## config.mk

```make
export PLATFORM = sky130hd
export DESIGN_NAME = prescaled_reload_timer
export DESIGN_NICKNAME = d
export VERILOG_FILES = /design/src/rtl/prt_pkg.sv /design/src/rtl/prt_rst_sync.sv /design/src/rtl/prt_regs.sv /design/src/rtl/prt_prescaler.sv /design/src/rtl/prt_counter.sv /design/src/rtl/prescaled_reload_timer.sv
export SDC_FILE = /design/constraint.sdc
export NUM_CORES = 1
export LEC_CHECK = 0
export BUFFER_PORTS_ARGS = -buffer_cell sky130_fd_sc_hd__clkbuf_2
export CAP_MARGIN = 0
export CORE_MARGIN = 4
export CORE_UTILIZATION = 45
export CTS_CLUSTER_DIAMETER = 30
export CTS_CLUSTER_SIZE = 10
export DETAILED_ROUTE_END_ITERATION = 16
export GPL_TIMING_DRIVEN = 0
export HOLD_SLACK_MARGIN = 0.12
export PLACE_DENSITY = 0.7
export SYNTH_ARGS = -nofsm -noshare
export SYNTH_HDL_FRONTEND = slang
export SYNTH_SLANG_ARGS = --single-unit
```

## constraint.sdc

```tcl
create_clock -name clk -period 4.2 [get_ports clk]
set_input_delay 0.42 -clock clk [delete_from_list [all_inputs] [get_ports clk]]
set_output_delay 0.42 -clock clk [all_outputs]
set_load 0.005 [all_outputs]
```

## src/rtl/prt_pkg.sv

```systemverilog
package prt_pkg;

  typedef enum logic [1:0] {
    ADDR_CTRL   = 2'd0,
    ADDR_PSC    = 2'd1,
    ADDR_RELOAD = 2'd2,
    ADDR_COUNT  = 2'd3
  } prt_addr_e;

  localparam int CTL_EN    = 0;
  localparam int CTL_DOWN  = 1;
  localparam int CTL_PRE   = 2;
  localparam int CTL_FORCE = 3;

  typedef struct packed {
    logic preload;
    logic down;
    logic en;
  } prt_ctrl_t;

endpackage

```

## src/rtl/prt_rst_sync.sv

```systemverilog
module prt_rst_sync #(
  parameter int STAGES = 2
) (
  input  logic clk,
  input  logic rst_n,
  output logic rst_sync_n
);
  logic [STAGES-1:0] sync_q;

  always_ff @(posedge clk or negedge rst_n) begin
    if (!rst_n) sync_q <= '0;
    else        sync_q <= {sync_q[STAGES-2:0], 1'b1};
  end

  assign rst_sync_n = sync_q[STAGES-1];
endmodule

```

## src/rtl/prt_regs.sv

```systemverilog
module prt_regs
  import prt_pkg::*;
#(
  parameter int CNT_W  = 16,
  parameter int PSC_W  = 16,
  parameter int DATA_W = 16
) (
  input  logic              clk,
  input  logic              rst_n,
  input  logic              reg_we,
  input  logic [1:0]        reg_addr,
  input  logic [DATA_W-1:0] reg_wdata,
  input  logic [CNT_W-1:0]  cnt_i,
  output prt_ctrl_t         ctrl_o,
  output logic [PSC_W-1:0]  psc_buf_o,
  output logic [CNT_W-1:0]  arr_buf_o,
  output logic              force_o,
  output logic              force_down_o,
  output logic              arr_wr_o,
  output logic              cnt_wr_o,
  output logic [CNT_W-1:0]  wdata_o,
  output logic [DATA_W-1:0] reg_rdata_o
);
  prt_addr_e addr;
  logic wr_ctrl, wr_psc, wr_arr, wr_cnt;

  prt_ctrl_t        ctrl_q, ctrl_d;
  logic [PSC_W-1:0] psc_q, psc_d;
  logic [CNT_W-1:0] arr_q, arr_d;

  assign addr    = prt_addr_e'(reg_addr);
  assign wr_ctrl = reg_we && (addr == ADDR_CTRL);
  assign wr_psc  = reg_we && (addr == ADDR_PSC);
  assign wr_arr  = reg_we && (addr == ADDR_RELOAD);
  assign wr_cnt  = reg_we && (addr == ADDR_COUNT);

  // next-state
  always_comb begin
    ctrl_d = ctrl_q;
    psc_d  = psc_q;
    arr_d  = arr_q;
    if (wr_ctrl) begin
      ctrl_d.en      = reg_wdata[CTL_EN];
      ctrl_d.down    = reg_wdata[CTL_DOWN];
      ctrl_d.preload = reg_wdata[CTL_PRE];
    end
    if (wr_psc) psc_d = reg_wdata[PSC_W-1:0];
    if (wr_arr) arr_d = reg_wdata[CNT_W-1:0];
  end

  // registers with explicit load enables
  always_ff @(posedge clk or negedge rst_n) begin
    if (!rst_n) begin
      ctrl_q <= '0;
      psc_q  <= '0;
      arr_q  <= '0;
    end else begin
      if (wr_ctrl) ctrl_q <= ctrl_d;
      if (wr_psc)  psc_q  <= psc_d;
      if (wr_arr)  arr_q  <= arr_d;
    end
  end

  assign ctrl_o       = ctrl_q;
  assign psc_buf_o    = psc_q;
  assign arr_buf_o    = arr_q;
  assign force_o      = wr_ctrl && reg_wdata[CTL_FORCE];
  assign force_down_o = reg_wdata[CTL_DOWN];
  assign arr_wr_o     = wr_arr;
  assign cnt_wr_o     = wr_cnt;
  assign wdata_o      = reg_wdata[CNT_W-1:0];

  // read path, zero-extended to the port width
  logic [DATA_W-1:0] psc_rd, arr_rd, cnt_rd, ctl_rd;

  generate
    if (PSC_W < DATA_W) begin : g_psc_pad
      assign psc_rd = {{(DATA_W-PSC_W){1'b0}}, psc_q};
    end else begin : g_psc_full
      assign psc_rd = psc_q;
    end
    if (CNT_W < DATA_W) begin : g_cnt_pad
      assign arr_rd = {{(DATA_W-CNT_W){1'b0}}, arr_q};
      assign cnt_rd = {{(DATA_W-CNT_W){1'b0}}, cnt_i};
    end else begin : g_cnt_full
      assign arr_rd = arr_q;
      assign cnt_rd = cnt_i;
    end
  endgenerate

  assign ctl_rd = {{(DATA_W-3){1'b0}}, ctrl_q.preload, ctrl_q.down, ctrl_q.en};

  always_comb begin
    unique case (addr)
      ADDR_CTRL:   reg_rdata_o = ctl_rd;
      ADDR_PSC:    reg_rdata_o = psc_rd;
      ADDR_RELOAD: reg_rdata_o = arr_rd;
      default:     reg_rdata_o = cnt_rd;
    endcase
  end
endmodule

```

## src/rtl/prt_prescaler.sv

```systemverilog
module prt_prescaler #(
  parameter int PSC_W = 16
) (
  input  logic             clk,
  input  logic             rst_n,
  input  logic             run_i,
  input  logic             upd_i,
  input  logic             force_i,
  input  logic [PSC_W-1:0] psc_buf_i,
  output logic             tick_o,
  output logic [PSC_W-1:0] psc_cnt_o
);
  logic [PSC_W-1:0] div_q, div_d;
  logic [PSC_W-1:0] pcnt_q, pcnt_d;
  logic             pcnt_en;

  assign tick_o  = run_i && (pcnt_q == div_q);
  assign pcnt_en = run_i || force_i;

  always_comb begin
    div_d  = upd_i ? psc_buf_i : div_q;
    pcnt_d = pcnt_q;
    if (force_i)     pcnt_d = '0;
    else if (tick_o) pcnt_d = '0;
    else if (run_i)  pcnt_d = pcnt_q + PSC_W'(1);
  end

  always_ff @(posedge clk or negedge rst_n) begin
    if (!rst_n) begin
      div_q  <= '0;
      pcnt_q <= '0;
    end else begin
      if (upd_i)   div_q  <= div_d;
      if (pcnt_en) pcnt_q <= pcnt_d;
    end
  end

  assign psc_cnt_o = pcnt_q;
endmodule

```

## src/rtl/prt_counter.sv

```systemverilog
module prt_counter #(
  parameter int CNT_W = 16
) (
  input  logic             clk,
  input  logic             rst_n,
  input  logic             tick_i,
  input  logic             down_i,
  input  logic             force_i,
  input  logic             force_down_i,
  input  logic             preload_i,
  input  logic             arr_wr_i,
  input  logic [CNT_W-1:0] arr_buf_i,
  input  logic             cnt_wr_i,
  input  logic [CNT_W-1:0] wdata_i,
  output logic [CNT_W-1:0] cnt_o,
  output logic [CNT_W-1:0] arr_act_o,
  output logic             upd_evt_o,
  output logic             update_o
);
  logic [CNT_W-1:0] cnt_q, cnt_d;
  logic [CNT_W-1:0] act_q, act_d;
  logic             upd_q;
  logic             at_top, at_zero, wrap, upd_evt, act_en;

  assign at_top  = (cnt_q >= act_q);
  assign at_zero = (cnt_q == '0);
  assign wrap    = tick_i && !cnt_wr_i && (down_i ? at_zero : at_top);
  assign upd_evt = force_i || wrap;
  assign act_en  = upd_evt || (arr_wr_i && !preload_i);

  always_comb begin
    // a direct reload write wins over a transfer in the same cycle
    if (arr_wr_i && !preload_i) act_d = wdata_i;
    else if (upd_evt)           act_d = arr_buf_i;
    else                        act_d = act_q;
  end

  always_comb begin
    cnt_d = cnt_q;
    if (force_i)       cnt_d = force_down_i ? act_d : '0;
    else if (cnt_wr_i) cnt_d = wdata_i;
    else if (wrap)     cnt_d = down_i ? act_d : '0;
    else if (tick_i)   cnt_d = down_i ? cnt_q - CNT_W'(1) : cnt_q + CNT_W'(1);
  end

  always_ff @(posedge clk or negedge rst_n) begin
    if (!rst_n) begin
      cnt_q <= '0;
      act_q <= '0;
      upd_q <= 1'b0;
    end else begin
      cnt_q <= cnt_d;
      if (act_en) act_q <= act_d;
      upd_q <= upd_evt;
    end
  end

  assign cnt_o     = cnt_q;
  assign arr_act_o = act_q;
  assign upd_evt_o = upd_evt;
  assign update_o  = upd_q;
endmodule

```

## src/rtl/prescaled_reload_timer.sv

```systemverilog
module prescaled_reload_timer
  import prt_pkg::*;
#(
  parameter int CNT_W       = 16,
  parameter int PSC_W       = 16,
  parameter int SYNC_STAGES = 2,
  localparam int DATA_W     = (CNT_W > PSC_W) ? CNT_W : PSC_W
) (
  input  logic              clk,
  input  logic              rst_n,
  input  logic              reg_we,
  input  logic [1:0]        reg_addr,
  input  logic [DATA_W-1:0] reg_wdata,
  output logic [DATA_W-1:0] reg_rdata,
  output logic [CNT_W-1:0]  count_o,
  output logic              update_o
);
  logic             rst_sync_n;
  prt_ctrl_t        ctrl_q;
  logic [PSC_W-1:0] psc_buf;
  logic [CNT_W-1:0] arr_buf, arr_act, wdata_c, cnt;
  logic             force_upd, force_down, arr_wr, cnt_wr;
  logic             tick, upd_evt;
  logic [PSC_W-1:0] psc_cnt;

  prt_rst_sync #(.STAGES(SYNC_STAGES)) u_rst (
    .clk        (clk),
    .rst_n      (rst_n),
    .rst_sync_n (rst_sync_n)
  );

  prt_regs #(.CNT_W(CNT_W), .PSC_W(PSC_W), .DATA_W(DATA_W)) u_regs (
    .clk          (clk),
    .rst_n        (rst_sync_n),
    .reg_we       (reg_we),
    .reg_addr     (reg_addr),
    .reg_wdata    (reg_wdata),
    .cnt_i        (cnt),
    .ctrl_o       (ctrl_q),
    .psc_buf_o    (psc_buf),
    .arr_buf_o    (arr_buf),
    .force_o      (force_upd),
    .force_down_o (force_down),
    .arr_wr_o     (arr_wr),
    .cnt_wr_o     (cnt_wr),
    .wdata_o      (wdata_c),
    .reg_rdata_o  (reg_rdata)
  );

  prt_prescaler #(.PSC_W(PSC_W)) u_psc (
    .clk       (clk),
    .rst_n     (rst_sync_n),
    .run_i     (ctrl_q.en),
    .upd_i     (upd_evt),
    .force_i   (force_upd),
    .psc_buf_i (psc_buf),
    .tick_o    (tick),
    .psc_cnt_o (psc_cnt)
  );

  prt_counter #(.CNT_W(CNT_W)) u_cnt (
    .clk          (clk),
    .rst_n        (rst_sync_n),
    .tick_i       (tick),
    .down_i       (ctrl_q.down),
    .force_i      (force_upd),
    .force_down_i (force_down),
    .preload_i    (ctrl_q.preload),
    .arr_wr_i     (arr_wr),
    .arr_buf_i    (arr_buf),
    .cnt_wr_i     (cnt_wr),
    .wdata_i      (wdata_c),
    .cnt_o        (cnt),
    .arr_act_o    (arr_act),
    .upd_evt_o    (upd_evt),
    .update_o     (update_o)
  );

  assign count_o = cnt;
endmodule

```

## Yosys cells after proc, flatten, opt, wreduce, memory -nomap -nowiden

Index checks and enable logic that the tools add are counted.

- Register bits: 102
- Input port bits: 21
- Output and inout port bits: 33
- Logic and storage cells: 52

- Add/sub/neg operators: 3
- Magnitude comparators: 1
- Equality and inequality tests: 4
- Mux-type cells: 14
- Reduce and logical (&&, ||, !) cells: 19

Operators by type and width:

| operator | count |
|---|---|
| $mux 16 | 12 |
| $pmux 16 s3 | 1 |
| $add 16x1->16 const B | 2 |
| $eq 16x16->1 | 1 |
| $ge 16x16->1 | 1 |
| $logic_not 16->1 | 1 |
| $sub 16x1->16 const B | 1 |
| $logic_and 1x1->1 | 9 |
| $eq 2x2->1 const B | 2 |
| $reduce_bool 4->1 | 1 |
| $logic_or 1x1->1 | 3 |
| $reduce_bool 3->1 | 1 |
| $eq 2x1->1 const B | 1 |
| $logic_not 1->1 | 2 |
| $logic_not 2->1 | 1 |
| $reduce_and 2->1 | 1 |
| $mux 1 | 1 |

## Longest topological paths before layout

Gate-level depths: netlist of the first run.

- Depth after elaboration: 12
- Mapped depth: 12
- Mapped depth without buffers: 11

## Modules after synthesis

A second synthesis of the first run with hierarchy kept.

- Cell total of the unflattened synthesis: 651
- Area, all modules: 6,670.1 um^2

By module, submodules not included:

| module | times used | cells an instance | area an instance (um^2) |
|---|---|---|---|
| prt_counter | 1 | 378 | 3,074.2 |
| prt_regs | 1 | 130 | 1,894.3 |
| prt_prescaler | 1 | 140 | 1,647.8 |
| prt_rst_sync | 1 | 3 | 53.8 |

## Least setup slack after synthesis of the first run

OpenSTA, ideal clock, no wires.

- Path kind: register -> register
- From: reg u_cnt.cnt_q[0] (netlist: u_cnt.cnt_o[0])
- To: reg u_cnt.cnt_q[10] (netlist: u_cnt.cnt_o[10])
- Arrival time: 2.813 ns
- Required time: 4.074 ns
- Path slack: 1.261 ns
- Cell stages (with the launch flop): 13
- Period minus slack after synthesis: 2.939 ns
- Path through: dfrtp_1 -> inv_1 -> ha_1 -> nand2b_1 -> a2111oi_0 -> nor4b_1 -> nor4_1 -> o21a_1 -> buf_6 -> buf_6 -> mux2i_1 -> a21oi_1 -> a221o_1

- Word-level cells in the longest chain between the ends: 10

RTL lines:

| what | line | text |
|---|---|---|
| from (decl) | prt_counter.sv:20 | `logic [CNT_W-1:0] cnt_q, cnt_d;` |
| from (signal assigned) | prt_counter.sv:52 | `cnt_q <= cnt_d;` |
| $ge 16x16->1 / $logic_not 16->1 (equally long branches) | prt_counter.sv:25, prt_counter.sv:26 |  |
| $mux 1 | prt_counter.sv:27 | `assign wrap = tick_i && !cnt_wr_i && (down_i ? at_zero : at_top);` |
| $logic_and 1x1->1 | prt_counter.sv:27 |  |
| $logic_or 1x1->1 | prt_counter.sv:28 | `assign upd_evt = force_i \|\| wrap;` |
| $mux 16 | prt_counter.sv:34 | `else if (upd_evt) act_d = arr_buf_i;` |
| $mux 16 | prt_counter.sv:33 | `if (arr_wr_i && !preload_i) act_d = wdata_i;` |
| $mux 16 (2 in a row) | prt_counter.sv:42 | `else if (wrap) cnt_d = down_i ? act_d : '0;` |
| $mux 16 | prt_counter.sv:41 | `else if (cnt_wr_i) cnt_d = wdata_i;` |
| $mux 16 | prt_counter.sv:40 | `if (force_i) cnt_d = force_down_i ? act_d : '0;` |

Several ways; a longest one is shown, not always the timed one. The select of a mux whose other input is x is not followed.
A chain may end at the register's enable or synchronous reset.

## Worst setup path in the final report of the first run

- From: reg u_cnt.cnt_q[0] (netlist: u_cnt.cnt_o[0])
- To: reg u_cnt.cnt_q[14] (netlist: u_cnt.cnt_o[14])

The elaborated chain is that of the path after synthesis.

==> results.json, run 1 <==
{
  "placed_area_um2": 6680,
  "synth.distinct_cells": 57,
  "wl_per_cell_um": 21.5,
  "drt_first_iter_violations": 449,
  "ant_nets": 0,
  "fin_nets": 721,
  "routed-via-count": 5134,
  "post-route-period-util_pct": 90.9,
  "routed_wirelength_mm": 18.2,
  "initial_core_util_pct": 46.2,
  "areaGrowthSynthToFinish_pct": 13.4,
  "hold_viol": 0,
  "hp-class": "register to asynchronous set/reset pin",
  "row_count": 42,
  "yosys_most_used_dff": "dfrtp_1",
  "diodes": 0,
  "pin_count": 54,
  "clk_latency_ns": 0.37,
  "routed_via_density": 6.05,
  "syn_avg_cell_area_um2": 10.2,
  "max_freq_ghz": 0.262,
  "firstDrtPassIters": 5,
  "r2r_end": "u_cnt.cnt_o[14]",
  "rsz0062_at_grt": "false",
  "grt_usage_pct": 23.4,
  "coreArea_um2": 13300,
  "holdWs_ns": 0.269,
  "synth.net_count": 656,
  "synth_edf_count": 0,
  "htreeDepth": 3,
  "clk_pin_slew_ns": 0.07,
  "slew_headroom_pct": 29.8,
  "clock-root-buffer": "clkbuf_16",
  "power.total_mw": 4.10,
  "setup_tns_ns": 0,
  "fin_skew_ns": 0.00829,
  "clock_sinks": 102,
  "max-vdd-ir-drop_mv": 0.266,
  "crit_type": "register to register",
  "clk_path_buf_depth": 2,
  "leakage_nw": 3.22,
  "antenna_found_initial": 1,
  "synth-warning-count": 0,
  "worstMarginPinSlew_ns": 1.04,
  "async_flop_share_pct": 100,
  "period_needed_ns": 3.82,
  "grt_pass1_wl_mm": 28.5,
  "rrSetupSlack_ns": 0.38,
  "cp_cell_sequence": "inv_1 > ha_1 > nand2b_1 > a2111oi_0 > nor4b_1 > nor4_1 > nor2_1 > nor3_1 > o21ai_0 > nand3_1",
  "slowest_delay_ns": 0.89,
  "yosysSeqAreaShare_pct": 41.4,
  "finalSetupViolCount": 0,
  "cts_buffers": 9,
  "post_cts_buffers": 0,
  "dpl.hpwl_mm": 13.3,
  "cp.arrival_ns": 4.11,
  "syn-instance-count": 603,
  "cts_tree": "done",
  "synth-seq-cells": 102,
  "grt_pass1_vias": 5174,
  "power_density_nw_per_um2": 586,
  "crit_fanout": 8,
  "cp-start-kind": "register",
  "die-area_um2": 15600,
  "hold_buffers": 1,
  "setup.worst_path.end_class": "register",
  "grt-ovfl-total": 0,
  "reg2reg_depth": 10,
  "grt_max_degree": 72,
  "fp.dieH_um": 125,
  "drc": 0,
  "crit_required_ns": 4.49,
  "syn_area_um2": 6170,
  "outcome": "completed",
  "cp_slowest_cell": "nor3_1",
  "cap_violations": 0,
  "final_cell_area_um2": 6990,
  "port_buffers": 52,
  "drive_above_1_share_pct": 22.1,
  "die_x_um": 125,
  "rr_startpoint": "u_cnt.cnt_o[0]",
  "cts_resized": 0,
  "globalplace.congestion": 0.921,
  "slew_viol_final": 0
}
report_power, final:
| part | internal [mW] | switching (mW) | leakage (nW) |
|---|---|---|---|
| logic | 0.810 | 0.834 | 1.83 |
| clock network | 0.471 | 0.403 | 0.153 |
| registers | 1.24 | 0.343 | 1.23 |
| total | 2.52 | 1.58 | 3.22 |
Yosys cell counts (all sizes together), types with 2 or more instances:
master | n | area share [%]
or2 | 4 | 0.41
or3 | 9 | 0.91
ha | 31 | 6.3
nand2b | 6 | 0.61
mux2i | 17 | 2.8
mux4 | 3 | 1.1
a31oi | 3 | 0.30
a221o | 8 | 1.3
nand4 | 9 | 0.91
a22o | 13 | 1.8
o311ai | 2 | 0.28
nand3b | 2 | 0.24
xor2 | 18 | 2.6
buf | 8 | 0.91
o31ai | 6 | 0.73
a221oi | 2 | 0.28
nor3 | 13 | 1.1
nor2b | 3 | 0.30
o21ai | 24 | 1.9
nand2 | 33 | 2.0
nand3 | 14 | 1.1
nor4b | 2 | 0.28
xnor2 | 15 | 2.1
o2bb2ai | 3 | 0.43
o21bai | 2 | 0.24
inv | 23 | 1.4
a211o | 2 | 0.28
a211oi | 9 | 1.1
nor2 | 40 | 2.4
o21a | 2 | 0.24
a21o | 9 | 1.1
and3 | 10 | 1.0
a21oi | 40 | 3.2
clkbuf | 20 | 1.2
nor4 | 11 | 1.1
mux2 | 63 | 12
dfrtp | 102 | 41
and2 | 7 | 0.71
stage by stage:
step / setup WS [ns] / utilization [%] / cells
floorplan: 1.15 / - / 603
global placement: 0.0567 / 49.8 / 831
detailed placement: 0.516 / 50.0 / 832
CTS: 0.501 / 52.4 / 849
global route: 0.268 / 52.4 / 849
finish: 0.382 / 52.4 / 849
cell type report:
cell class                      count  area (um2)
Multi-Input combinational cell    450        3400
Buffer                             28         131
Timing Repair Buffer               54         298
Tap cell                          176         220
Fill cell                        1212        6360
Inverter                           23        86.3
Sequential cell                   102        2560
Clock buffer                        9         225
Clock inverter                      7        77.6
cell usage in the layout, fill, tap and decap left out, types with 18 or more instances in the layout:
cell and n:
ha_1 31, xor2_1 18, o21ai_0 23, inv_1 22, clkbuf_1 20, clkbuf_2 52, mux2_2 63, nor2_1 40
a21oi_1 40, dfrtp_1 101, nand2_1 33
sequential cells by signal, summed over array words and instances (netlist names):
register          count
u_cnt.arr_act_o      16
u_cnt.cnt_o          16
u_psc.div_q          16
u_psc.psc_cnt_o      16
u_regs.arr_buf_o     16
u_regs.psc_buf_o     16
u_regs.ctrl_o         3
u_rst.sync_q          2
u_cnt.update_o        1
cells by family after synthesis:
group	count (synthesis)	synth area share, %
muxes	83	15.4
other	1	0.0608
AOI/OAI and AO/OA	134	14.6
buffers and inverters	51	3.53
xor gates and xnor gates	33	4.69
adders and majority gates	32	6.61
and+or+nand+nor	167	13.8
DFF	102	41.4
worst max-delay path by stage:
| stage | startpoint | end | cells past startpoint |
|---|---|---|---|
| global placement | u_rst.sync_q[1] | u_regs.ctrl_o[0] | 0 |
| finish | u_cnt.cnt_o[0] | u_cnt.cnt_o[14] | 10 |
| CTS | u_cnt.cnt_o[0] | u_cnt.cnt_o[7] | 10 |
| global route | u_cnt.cnt_o[0] | u_cnt.cnt_o[7] | 10 |
| detailed placement | u_cnt.cnt_o[0] | u_cnt.cnt_o[7] | 10 |
| floorplan | u_rst.sync_q[1] | u_cnt.arr_act_o[0] | 0 |
per-layer routing:
layer  wire (um)  track usage (%)
met5           7                0
met4         677             9.38
met3        1080             5.03
met2        8670             38.3
met1        7810             30.4
critical path: cells and delay by family (launching register included):
family	cells	cell delay (ns)
and+or+nand+nor	6	2.11
AOI/OAI and AO/OA	2	0.68
DFF	1	0.51
adders and majority gates	1	0.30
buffers and inverters	1	0.14
(Power assumes the default switching activity.)
==> run 2, diff against run 1 <==
- CORE_UTILIZATION: 45 -> 35
- PLACE_DENSITY: 0.7 -> 0.59
==> run 2 against run 1 <==
Against the previous run: cell count grew 5.8%; utilization shrank 12 points; first-iteration DRC count shrank 25%; clock skew shrank 0.00062 ns; maximum frequency grew 0.29%; sequential power is essentially flat; critical path type unchanged; critical endpoint is now u_cnt.cnt_o[13]; largest cell class unchanged; largest power group unchanged.
==> results.json, run 2 (same netlist as run 1, synthesis figures left out) <==
{
  "routed_via_density": 5.72,
  "power_density_nw_per_um2": 583,
  "diodes": 0,
  "slowest_delay_ns": 0.60,
  "antenna_found_initial": 0,
  "fp.dieH_um": 141,
  "cp-start-kind": "register",
  "cts_resized": 0,
  "cts_tree": "done",
  "multiInputGateArea_um2": 3400,
  "drc": 0,
  "die_x_um": 141,
  "drt_first_iter_violations": 338,
  "r2r_end": "u_cnt.cnt_o[13]",
  "routed_wirelength_mm": 19.0,
  "worstMarginPinSlew_ns": 0.948,
  "wl_per_cell_um": 21.1,
  "initial_core_util_pct": 35.7,
  "finalSetupViolCount": 0,
  "rsz0062_at_grt": "false",
  "fillers": 1746,
  "cp-startpoint": "u_cnt.cnt_o[13]",
  "period_needed_ns": 3.81,
  "grt-ovfl-total": 0,
  "holdWs_ns": 0.286,
  "top_usage_layer": "met2",
  "cts_buffers": 9,
  "row_count": 48,
  "globalplace.congestion": 0.911,
  "grt_pass1_wl_mm": 29.8,
  "regArea_um2": 2560,
  "grt_pass1_vias": 5103,
  "rr_startpoint": "u_cnt.cnt_o[13]",
  "clock_sinks": 102,
  "clock-root-buffer": "clkbuf_16",
  "max_freq_ghz": 0.263,
  "crit_type": "register to register",
  "ant_nets": 0,
  "dpl.hpwl_mm": 14.2,
  "layout_common_cells": "dfrtp_1, mux2_2, clkbuf_2",
  "htreeDepth": 3,
  "cp_cell_sequence": "ha_1 > nand4_1 > nor4_1 > nor4b_1 > nor4_1 > o21a_1 > buf_6 > inv_2 > mux2i_1 > a211oi_1 > a211o_1",
  "areaGrowthSynthToFinish_pct": 14.1,
  "port_buffers": 52,
  "crit_required_ns": 4.44,
  "crit_fanout": 7,
  "post-route-period-util_pct": 90.6,
  "reg2reg_depth": 11,
  "grt_max_degree": 70,
  "coreArea_um2": 17300,
  "max-vdd-ir-drop_mv": 0.233,
  "slew_headroom_pct": 36.7,
  "grt_util_met3_pct": 3.05,
  "firstDrtPassIters": 5,
  "final_common_cell": "dfrtp_1",
  "setup.worst_path.end_class": "register",
  "leakage_nw": 3.20,
  "clk_path_buf_depth": 2,
  "outcome": "completed",
  "pin_count": 54,
  "clk_latency_ns": 0.35,
  "drive_above_1_share_pct": 22.0,
  "final_cell_area_um2": 7040,
  "grt_use_met2_pct": 29.7,
  "cp_slowest_cell": "nor4b_1",
  "fin_skew_ns": 0.00767,
  "cp.arrival_ns": 4.05,
  "slew_viol_final": 0,
  "critPathMostFrequentCell": "nor4_1",
  "cap_violations": 0,
  "clk_pin_slew_ns": 0.07,
  "routed-via-count": 5140,
  "placed_area_um2": 6740,
  "rrSetupSlack_ns": 0.39,
  "die-area_um2": 19800,
  "hp-class": "register to asynchronous set/reset pin",
  "hold_viol": 0,
  "grt_usage_pct": 19.3,
  "gr-usage-met1_pct": 28.5,
  "fin_nets": 721
}
## run 2: cell count changes in the layout (fill, tap and decap cells not counted)
cell	before	now
inv_6	3	1
clkinvlp_4	0	3
bufinv_16	1	0
clkbuf_1	20	21
clkbuf_8	0	1
clkinv_2	2	0
## run 2: layer usage
| layer | share of wire [%] | wire [um] |
|---|---|---|
| met2 | 45 | 8580 |
| met4 | 1.8 | 339 |
| met5 | 0 | 0 |
| met3 | 5.4 | 1030 |
| met1 | 48 | 9010 |
## run 2: report_power, final
group	internal, mW	switching, mW
Sequential	1.24	0.361
Combinational	0.810	0.869
Clock	0.425	0.396
Total	2.47	1.63
## run 2: stage by stage
stage	std cells	worst slack [ns]	setup TNS (ns)	total power [mW]	utilization, %
finish	898	0.393	0	4.10	40.7
global route	898	0.0719	0	4.38	40.7
CTS	898	0.451	0	4.10	40.7
detailed placement	881	0.480	0	3.26	39.0
global placement	880	-0.0571	-4.59	3.20	38.8
floorplan	603	1.15	0	2.68	-
## run 2: cell type report
type	instances	area share, %
buffer	28	1.87
clock buffer	11	3.45
clock inverter	5	0.605
inverter	23	1.23
multi-input combinational	450	48.3
sequential	102	36.3
tap	225	4.00
timing repair buffer	54	4.23
## run 2: worst max path at each step
stage / endpoint / slack, ns / cells past startpoint
final: u_cnt.cnt_o[13] / 0.39 / 11
after global routing: u_cnt.cnt_o[14] / 0.07 / 10
after CTS: u_cnt.cnt_o[13] / 0.45 / 11
after detailed placement: u_psc.div_q[11] / 0.48 / 11
after global placement: u_regs.ctrl_o[1] / -0.06 / 0
after floorplan: u_cnt.arr_act_o[0] / 1.15 / 0
## run 2: repair_timing
action                    CTS  global route
setup buffers               0             0
hold buffers                1             0
hold endpoints to repair    2             0
## run 2: worst max-delay path, delay by kind of cell, from the launching register on
kind	cells	cell delay, ns
buffers and inverters	2	0.33
AO/OA/AOI/OAI	3	0.65
adder cells (fa/ha/maj)	1	0.36
flip-flops	1	0.50
multiplexers	1	0.27
AND/OR/NAND/NOR	4	1.58
